===== config.mk =====
export PLATFORM = sky130hd
export DESIGN_NAME = msgbus_bridge
export DESIGN_NICKNAME = d
export VERILOG_FILES = /design/src/rtl/msgbus_pkg.sv /design/src/rtl/msgbus_cmd_decode.sv /design/src/rtl/msgbus_range_regs.sv /design/src/rtl/msgbus_bridge.sv
export SDC_FILE = /design/constraint.sdc
export NUM_CORES = 1
export LEC_CHECK = 0
export ABC_CLOCK_PERIOD_IN_PS = 5900
export BUFFER_PORTS_ARGS = -buffer_cell sky130_fd_sc_hd__buf_2
export CORE_ASPECT_RATIO = 1.2
export CORE_MARGIN = 5
export CORE_UTILIZATION = 65
export DETAILED_ROUTE_END_ITERATION = 10
export PLACE_DENSITY_LB_ADDON = 0.25
export SLEW_MARGIN = 10
export SYNTH_ARGS = -nofsm -noshare
export SYNTH_HDL_FRONTEND = slang
export SYNTH_SLANG_ARGS = --single-unit

===== constraint.sdc =====
create_clock -name clk -period 5.9 [get_ports clk]
set_input_delay 0.885 -clock clk [delete_from_list [all_inputs] [get_ports clk]]
set_output_delay 0.885 -clock clk [all_outputs]
set_load 0.03 [all_outputs]

===== src/rtl/msgbus_pkg.sv =====
// Package: shared command layout and encodings for the message bus bridge.
// Assumes a 32-bit control word with four byte-lane enables.
package msgbus_pkg;

    localparam logic [7:0] OPC_READ  = 8'hD0;
    localparam logic [7:0] OPC_WRITE = 8'hE0;

    // Control word as the host writes it (field positions are decoded).
    typedef struct packed {
        logic [7:0] opcode;
        logic [7:0] port;
        logic [7:0] offset;
        logic [3:0] be;
        logic [3:0] rsvd;
    } cmd_word_t;

endpackage


===== src/rtl/msgbus_cmd_decode.sv =====
// Module: msgbus_cmd_decode
// Classifies a control word into a read, a write or an error, and gives
// the register index. Purely combinational. Assumes the mapped registers
// are contiguous from BASE_OFFSET.
module msgbus_cmd_decode #(
    parameter int         NUM_REGS    = 6,
    parameter logic [7:0] PORT_ID     = 8'h03,
    parameter logic [7:0] BASE_OFFSET = 8'h10,
    localparam int        IDX_W       = (NUM_REGS > 1) ? $clog2(NUM_REGS) : 1
) (
    input  msgbus_pkg::cmd_word_t cmd,
    input  logic                  fire,
    output logic                  rd_go,
    output logic                  wr_go,
    output logic                  bad_go,
    output logic                  rd_zero,
    output logic                  opc_bad,
    output logic [IDX_W-1:0]      idx,
    output logic [3:0]            be
);
    import msgbus_pkg::*;

    logic [7:0] rel;
    logic       is_rd, is_wr, target_ok;

    // Field classification: opcode kind, port match and offset range.
    always_comb begin
        rel       = cmd.offset - BASE_OFFSET;
        is_rd     = (cmd.opcode == OPC_READ);
        is_wr     = (cmd.opcode == OPC_WRITE);
        target_ok = (cmd.port == PORT_ID) && (cmd.offset >= BASE_OFFSET)
                    && (rel < 8'(NUM_REGS));
        idx       = rel[IDX_W-1:0];
        be        = cmd.be;
    end

    // Qualified strobes, valid only while the control window is written.
    always_comb begin
        opc_bad = fire && !is_rd && !is_wr;
        rd_go   = fire && is_rd && target_ok;
        wr_go   = fire && is_wr && target_ok;
        rd_zero = fire && is_rd && !target_ok;
        bad_go  = opc_bad || (fire && (is_rd || is_wr) && !target_ok);
    end

endmodule


===== src/rtl/msgbus_range_regs.sv =====
// Module: msgbus_range_regs
// The target register file: NUM_REGS words with per-lane write enables
// and an asynchronous read port. Assumes DW is a multiple of 8.
module msgbus_range_regs #(
    parameter int  NUM_REGS = 6,
    parameter int  DW       = 32,
    localparam int LANES    = DW / 8,
    localparam int IDX_W    = (NUM_REGS > 1) ? $clog2(NUM_REGS) : 1
) (
    input  logic             clk,
    input  logic             rst_n,
    input  logic             wr_en,
    input  logic [IDX_W-1:0] wr_idx,
    input  logic [LANES-1:0] wr_be,
    input  logic [DW-1:0]    wr_data,
    input  logic [IDX_W-1:0] rd_idx,
    output logic [DW-1:0]    rd_data
);

    logic [NUM_REGS-1:0][DW-1:0] regs;
    logic [NUM_REGS-1:0]         sel;

    for (genvar g = 0; g < NUM_REGS; g++) begin : g_reg
        // Word select for register g.
        assign sel[g] = wr_en && (int'(wr_idx) == g);

        for (genvar l = 0; l < LANES; l++) begin : g_lane
            // Byte lane l of register g: reset or gated update.
            always_ff @(posedge clk) begin
                if (!rst_n)
                    regs[g][l*8 +: 8] <= '0;
                else if (sel[g] && wr_be[l])
                    regs[g][l*8 +: 8] <= wr_data[l*8 +: 8];
            end
        end
    end

    // Read mux, guarded against indices past the last register.
    always_comb begin
        rd_data = (int'(rd_idx) < NUM_REGS) ? regs[rd_idx] : '0;
    end


    lane_sel_chk: assert property (@(posedge clk) disable iff (!rst_n)
        $onehot0(sel));


    idle_hold_chk: assert property (@(posedge clk) disable iff (!rst_n)
        !wr_en |=> $stable(regs));

endmodule


===== src/rtl/msgbus_bridge.sv =====
// Module: msgbus_bridge (top)
// Host-facing bridge: holds the control and data windows and the sticky
// error flag, and drives the decoder and the target register file.
// Assumes one host write port and a separate combinational read port.
module msgbus_bridge #(
    parameter int         NUM_REGIONS = 3,
    parameter int         DW          = 32,
    parameter logic [7:0] CTRL_ADDR   = 8'hD0,
    parameter logic [7:0] DATA_ADDR   = 8'hD4,
    parameter logic [7:0] PORT_ID     = 8'h03,
    parameter logic [7:0] BASE_OFFSET = 8'h10
) (
    input  logic          clk,
    input  logic          rst_n,
    input  logic          host_wr,
    input  logic [7:0]    host_waddr,
    input  logic [DW-1:0] host_wdata,
    input  logic [7:0]    host_raddr,
    output logic [DW-1:0] host_rdata,
    output logic          err_flag
);
    import msgbus_pkg::*;

    localparam int NUM_REGS = 2 * NUM_REGIONS;
    localparam int IDX_W    = (NUM_REGS > 1) ? $clog2(NUM_REGS) : 1;

    logic [DW-1:0]    ctrl_q, data_q, rd_data;
    logic             err_q, ctrl_fire, data_fire;
    logic             rd_go, wr_go, bad_go, rd_zero, opc_bad;
    logic [IDX_W-1:0] idx;
    logic [3:0]       be;

    // Host write strobes per window.
    assign ctrl_fire = host_wr && (host_waddr == CTRL_ADDR);
    assign data_fire = host_wr && (host_waddr == DATA_ADDR);

    msgbus_cmd_decode #(
        .NUM_REGS(NUM_REGS), .PORT_ID(PORT_ID), .BASE_OFFSET(BASE_OFFSET)
    ) u_dec (
        .cmd(cmd_word_t'(host_wdata)), .fire(ctrl_fire),
        .rd_go(rd_go), .wr_go(wr_go), .bad_go(bad_go),
        .rd_zero(rd_zero), .opc_bad(opc_bad), .idx(idx), .be(be)
    );

    msgbus_range_regs #(.NUM_REGS(NUM_REGS), .DW(DW)) u_regs (
        .clk(clk), .rst_n(rst_n),
        .wr_en(wr_go), .wr_idx(idx), .wr_be(be), .wr_data(data_q),
        .rd_idx(idx), .rd_data(rd_data)
    );

    // Control window: keeps the last control word written.
    always_ff @(posedge clk) begin
        if (!rst_n)         ctrl_q <= '0;
        else if (ctrl_fire) ctrl_q <= host_wdata;
    end

    // Data window: a read result or a zeroed bad read wins over host data.
    always_ff @(posedge clk) begin
        if (!rst_n)         data_q <= '0;
        else if (rd_go)     data_q <= rd_data;
        else if (rd_zero)   data_q <= '0;
        else if (data_fire) data_q <= host_wdata;
    end

    // Sticky error flag, cleared only by reset.
    always_ff @(posedge clk) begin
        if (!rst_n)      err_q <= 1'b0;
        else if (bad_go) err_q <= 1'b1;
    end

    // Host read mux over the two windows.
    always_comb begin
        if (host_raddr == CTRL_ADDR)      host_rdata = ctrl_q;
        else if (host_raddr == DATA_ADDR) host_rdata = data_q;
        else                              host_rdata = '0;
    end

    assign err_flag = err_q;


    err_sticky_chk: assert property (@(posedge clk) disable iff (!rst_n)
        err_q |=> err_q);


    read_load_chk: assert property (@(posedge clk) disable iff (!rst_n)
        rd_go |=> (data_q == $past(rd_data)));


    bad_op_hold_chk: assert property (@(posedge clk) disable iff (!rst_n)
        opc_bad |=> ($stable(data_q) && err_q));


    bad_read_zero_chk: assert property (@(posedge clk) disable iff (!rst_n)
        rd_zero |=> (data_q == '0 && err_q));

endmodule


Word level (Yosys, flattened, before mapping)
Index checks and enable logic that the tools add are counted.
{"block": "word_totals", "regBits": 257, "inputBits": 51, "output_inout_bits": 33, "elab_cells": 102}
{"block": "op_classes", "add_sub_neg": 1, "order_cmp": 4, "eq_ne": 12, "n_mux": 8, "reduce_logical": 50}
{"cell": "$mux 32", "count": 7}
{"cell": "$bmux 32 s3", "count": 1}
{"cell": "$eq 8x8->1 const B", "count": 6}
{"cell": "$logic_and 1x1->1", "count": 43}
{"cell": "$eq 3x3->1 const B", "count": 4}
{"cell": "$eq 8x2->1 const B", "count": 1}
{"cell": "$ge 8x5->1 const B", "count": 1}
{"cell": "$lt 8x3->1 const B", "count": 1}
{"cell": "$sub 8x5->8 const B", "count": 1}
{"cell": "$lt 3x4->1 const B", "count": 1}
{"cell": "$eq 3x2->1 const B", "count": 1}
{"cell": "$logic_not 1->1", "count": 3}
{"cell": "$logic_not 3->1", "count": 1}
{"cell": "$lt 3x3->1 const B", "count": 1}
{"cell": "$reduce_bool 3->1", "count": 1}
{"cell": "$logic_or 1x1->1", "count": 2}

Longest topological paths before layout
{"block": "depth", "ltp_word": 7, "ltp_mapped": 8, "ltp_nobuf": 5}

By module
A second synthesis with hierarchy kept.
{"block": "unflattened", "cells_unflattened": 1185, "hier_area_um2": 11667.4}
{"module": "msgbus_range_regs", "n_inst": 1, "cells_per_inst": 857, "area_each_um2": 8496.9, "seq_area_each_um2": 3843.7}
{"module": "msgbus_bridge", "n_inst": 1, "cells_per_inst": 300, "area_each_um2": 2974.1, "seq_area_each_um2": 1301.2}
{"module": "msgbus_cmd_decode", "n_inst": 1, "cells_per_inst": 28, "area_each_um2": 196.4, "seq_area_each_um2": 0.0}

Worst setup path after synthesis
OpenSTA, ideal clock, no wires.
{"block": "synth_timing", "path_kind": "input port to output port", "startpoint": "in host_raddr[2]", "endpoint": "out host_rdata[10]", "arrival_ns": 2.103, "required_time_ns": 5.015, "path_slack_ns": 2.912, "cell_stages": 4, "n_path_buf": 2, "path_cell_list": "clkbuf_1 > buf_1 > mux2i_1 > nor2_1"}
{"block": "synth_between", "elab_chain_cells": 3, "word_cells_on_any_way": 4, "classes_between": "eq/ne (2); mux (2)"}
{"element": "start, declared", "line": "msgbus_bridge.sv:18", "rtl": "input logic [7:0] host_raddr,"}
{"element": "$eq 8x8->1", "line": "msgbus_bridge.sv:74", "rtl": "else if (host_raddr == DATA_ADDR) host_rdata = data_q;"}
{"element": "$mux 32", "line": "msgbus_bridge.sv:74"}
{"element": "$mux 32 *", "line": "msgbus_bridge.sv:73", "rtl": "if (host_raddr == CTRL_ADDR) host_rdata = ctrl_q;"}
{"element": "end, declared", "line": "msgbus_bridge.sv:19", "rtl": "output logic [DW-1:0] host_rdata,"}
Mark *: on every way between the ends. The rest lies on a longest branch, timed or not.

Worst setup path in the final report
{"block": "layout_timing", "startpoint": "in host_wdata[13]", "endpoint": "reg data_q[28]"}
{"block": "layout_between", "elab_chain_cells": 7, "word_cells_on_any_way": 11, "classes_between": "add/sub (1); order compare (2); mux (2); reduce/logical (6)"}
{"element": "start, declared", "line": "msgbus_bridge.sv:17", "rtl": "input logic [DW-1:0] host_wdata,"}
{"element": "$sub 8x5->8 or $ge 8x5->1 (tied branches)", "line": "msgbus_cmd_decode.sv:28, msgbus_cmd_decode.sv:31"}
{"element": "$lt 8x3->1 or $logic_and 1x1->1 (tied branches)", "line": "msgbus_cmd_decode.sv:32, msgbus_cmd_decode.sv:31"}
{"element": "$logic_and 1x1->1 *", "line": "msgbus_cmd_decode.sv:32", "rtl": "&& (rel < 8'(NUM_REGS));"}
{"element": "$logic_not 1->1", "line": "msgbus_cmd_decode.sv:42", "rtl": "rd_zero = fire && is_rd && !target_ok;"}
{"element": "$logic_and 1x1->1", "line": "msgbus_cmd_decode.sv:42"}
{"element": "$mux 32", "line": "msgbus_bridge.sv:61", "rtl": "else if (rd_zero) data_q <= '0;"}
{"element": "$mux 32", "line": "msgbus_bridge.sv:60", "rtl": "else if (rd_go) data_q <= rd_data;"}
{"element": "end signal, assigned", "line": "msgbus_bridge.sv:60"}
{"element": "end signal, assigned", "line": "msgbus_bridge.sv:62", "rtl": "else if (data_fire) data_q <= host_wdata;"}
{"element": "end, declared", "line": "msgbus_bridge.sv:27", "rtl": "logic [DW-1:0] ctrl_q, data_q, rd_data;"}
Marks and branches as above.
A chain may end at the register's enable or synchronous reset.

==> summary.md <==
| Metric | Value |
|---|---|
| Post-CTS resize count | `0` |
| Post-Route WL | `29,500 µm` |
| Critical Path RT | `6.33 ns` |
| CTS Buffer Depth | `3` |
| Yosys warns | `0` |
| Clock Power Share | `0.494` |
| FF/Latch Area | `5140 µm²` |
| Worst r2r path cells | `4` |
| Sequential power share | `0.463` |
| Cell accounting for the most synthesized area | `dfxtp_1` |
| Layout area overhead | `11.8%` |
| Critical Path Source Type | `input pin` |
| Ys async rst share | `0` |
| Vias per cell | `6.09` |
| DRC Markers | `0` |
| Largest net degree at the start of global routing | `150` |
| Syn_area_per_cell | `10.1 µm²` |
| Final setup violation count | `0` |
| Global-route wire length before repair | `47,900 µm` |
| CP arrival | `3.95 ns` |
| Fmax | `284 MHz` |
| Slack of the worst reg-to-reg path | `4.64 ns` |
| DR iter-0 viols | `694` |
| Clock-pin slew on the worst setup and hold paths | `0.06 ns` |
| Synth Register Bits | `257` |
| Grt ovf | `0` |
| Syn Inst Count | `1,224` |
| Vias post-DR | `9,309` |
| Worst-margin pin slew | `1.18 ns` |
| Hold Path Depth | `1` |
| CP delay by family, top | `simple AND/OR/NAND/NOR gates` |
| Sequence of cells on the critical path | `buf_2, or4b_1, nor4_4, buf_4, nand4_1, buf_4, a211o_1, a31oi_1` |
| Initial antenna violation count | `1` |
| Routed WL per cell | `19.3 µm` |
| Worst setup EP type | `flip-flop` |
| Core Area | `18,900 µm²` |
| Reg2Reg Launch Point | `u_regs.regs[79]` |
| Num CTS Buffers | `26` |
| Post-Syn Nets | `1,275` |
| FF-to-FF End | `data_q[15]` |
| RSZ-0062 raised after global routing | `false` |
| Routability Congestion | `0.774` |
| Clk_skew | `0.00744 ns` |
| Switch share | `0.208` |
| Fill count | `1,424` |
| Post-CTS Repair Setup Buffers | `0` |
| DP Worst Slack | `1.96 ns` |
| Synth cell types | `34` |
| Status | `complete, no violations` |
| Vias in the first global route | `9,073` |
| EDFF count, synth | `0` |
| Largest stage delay, worst path | `0.68 ns` |
| CP Max Fanout | `26` |
| Top cell type's share of synthesized area | `0.415` |
| # nets final | `1,303` |
| Initial core utilization | `0.658` |
| Worst Hold Path EP | `err_flag` |
| Internal | `2970 µW` |
| Final Max Slew Viols | `0` |
| First drt pass iteration count | `5` |
| Most common flop cell mapped by yosys | `dfxtp_1` |
| Crit path buf inv count | `3` |
| Top cells by count, synth | `dfxtp_1, mux2i_1, nor2b_1, nand2_1, clkbuf_1` |
| Fin crit share | `0.596` |
| Hold WC Path Type | `reg -> reg` |
| Worst-Skew Late Latency | `0.52 ns` |
| Count of max-cap constraint violations | `0` |
| Die width | `136 µm` |
| Worst Hold Launch | `err_flag` |
| Max-slew headroom | `0.216` |
| Post-DP HPWL | `17,500 µm` |
| Max H-tree Level | `1` |
| Rows | `55` |
| Routed Antenna Nets | `0` |
| Die height | `161 µm` |
| Most common cell in the netlist | `dfxtp_1` |
| CTS Root Buffer Type | `clkbuf_16` |
| Power Density | `271 nW/µm²` |
| Clock Sink Count | `257` |
| Share of layout cells above drive strength 1 | `0.162` |
| Slowest library cell on the worst path | `nand4_1` |
| Combinational group share of total power | `0.043` |
| GR Util All Layers | `0.267` |
| Crit path top cell by count | `buf_4` |
| Synth area leaders | `dfxtp_1, mux2i_1, nor2b_1` |
| Fin crit period | `3.52 ns` |
| Switching Power | `779 µW` |
| Post-route setup TNS | `0 ns` |
| Final Hold Vio Count | `0` |
| Post-CTS Hold Buffers | `0` |
| Setup WS post-layout | `2.38 ns` |
| I/O Buffers | `83` |
| Multi-input logic area | `6850 µm²` |
| Die area | `22,000 µm²` |
| Top Ports | `84` |
| Leak pwr | `0.00601 µW` |
| Sequential fraction of the synthesis area | `0.415` |
| Worst vdd ir | `0.257 mV` |
| Critical Setup Path Class | `in -> reg` |
| Post-Synthesis Cell Area | `12,400 µm²` |
| CTS tree | `done` |
[cells by family (layout without fill, tap and decap cells)]
group / Yosys count / in the layout / share of synthesized area
AO/OA/AOI/OAI: 163 / 163 / 0.0923
multiplexers: 256 / 256 / 0.239
AND/OR/NAND/NOR: 442 / 442 / 0.220
flip-flops: 257 / 257 / 0.415
buffers and inverters: 106 / 154 / 0.0344
other: 0 / 1 / 0
[worst max path at each step]
stage | startpoint | to | slack [ns] | depth (start not counted)
after global routing | host_wdata[9] | u_regs.regs[76] | 2.30 | 7
after detailed placement | host_wdata[13] | data_q[28] | 1.96 | 8
final | host_wdata[13] | data_q[28] | 2.38 | 8
after floorplan | host_raddr[2] | host_rdata[10] | 2.91 | 4
after CTS | host_wdata[13] | data_q[28] | 2.45 | 8
after global placement | host_wdata[13] | data_q[19] | 2.06 | 8
[registers in the layout, summed over array words and instances (netlist names)]
signal       count
ctrl_q          32
data_q          32
err_flag         1
u_regs.regs    192
[power groups by stage]
stage,Sequential [µW],Combinational (µW),Clock (µW)
floorplan,1780,106,0
global route,1740,172,1950
finish,1740,162,1850
CTS,1740,161,1870
global placement,1780,159,0
detailed placement,1780,160,0
[layer usage]
metal  GRT usage  vias to the layer above  routed length [µm]  share of wire
met5           0                        -                   0              0
met3      0.0321                       57                1470          0.050
met4      0.0862                        0                 733          0.025
li1            -                     4446                   -              -
met1       0.361                     4528               12900           0.44
met2       0.444                      278               14400           0.49
[area by class of cell]
| cell class | instances | share of cell area |
|---|---|---|
| multi-input cells | 861 | 0.494 |
| flip-flops and latches | 257 | 0.371 |
| clock buffers | 39 | 0.0563 |
| repair buffers | 101 | 0.0399 |
| well taps | 256 | 0.0231 |
| clock inverters | 9 | 0.0143 |
| inverters | 5 | 0.00135 |
| diodes | 1 | 0.000180 |
[placed cells by master (no fill, tap or decap), drive strengths merged, types with 3 or more instances in the layout]
cell type / count
nor2b: 193
a31oi: 32
a211o: 32
nor4: 28
clkbuf: 39
buf: 101
and4: 5
mux2i: 224
bufinv: 6
nand2: 94
mux4: 32
a22oi: 32
nand4: 21
or4b: 6
nor2: 66
clkinv: 3
o21ai: 32
or4bb: 12
nand4b: 10
a21boi: 32
dfxtp: 257
inv: 5
[metrics by stage]
step | utilization | instance area [µm²] | total power [µW] | instances | hold slack [ns]
floorplan | - | 12400 | 1880 | 1224 | 0.443
global placement | 0.683 | 12900 | 1930 | 1480 | 0.441
detailed placement | 0.683 | 12900 | 1940 | 1480 | 0.450
CTS | 0.735 | 13900 | 3770 | 1528 | 0.463
global route | 0.736 | 13900 | 3860 | 1529 | 0.487
finish | 0.736 | 13900 | 3750 | 1529 | 0.460
[worst reg2reg max path: stages (launching register included)]
cell and delay, ns:
dfxtp_1 0.31, mux4_2 0.46, nor2_1 0.15, a211o_1 0.14
a31oi_1 0.07
Power figures use the tool's default switching activity.
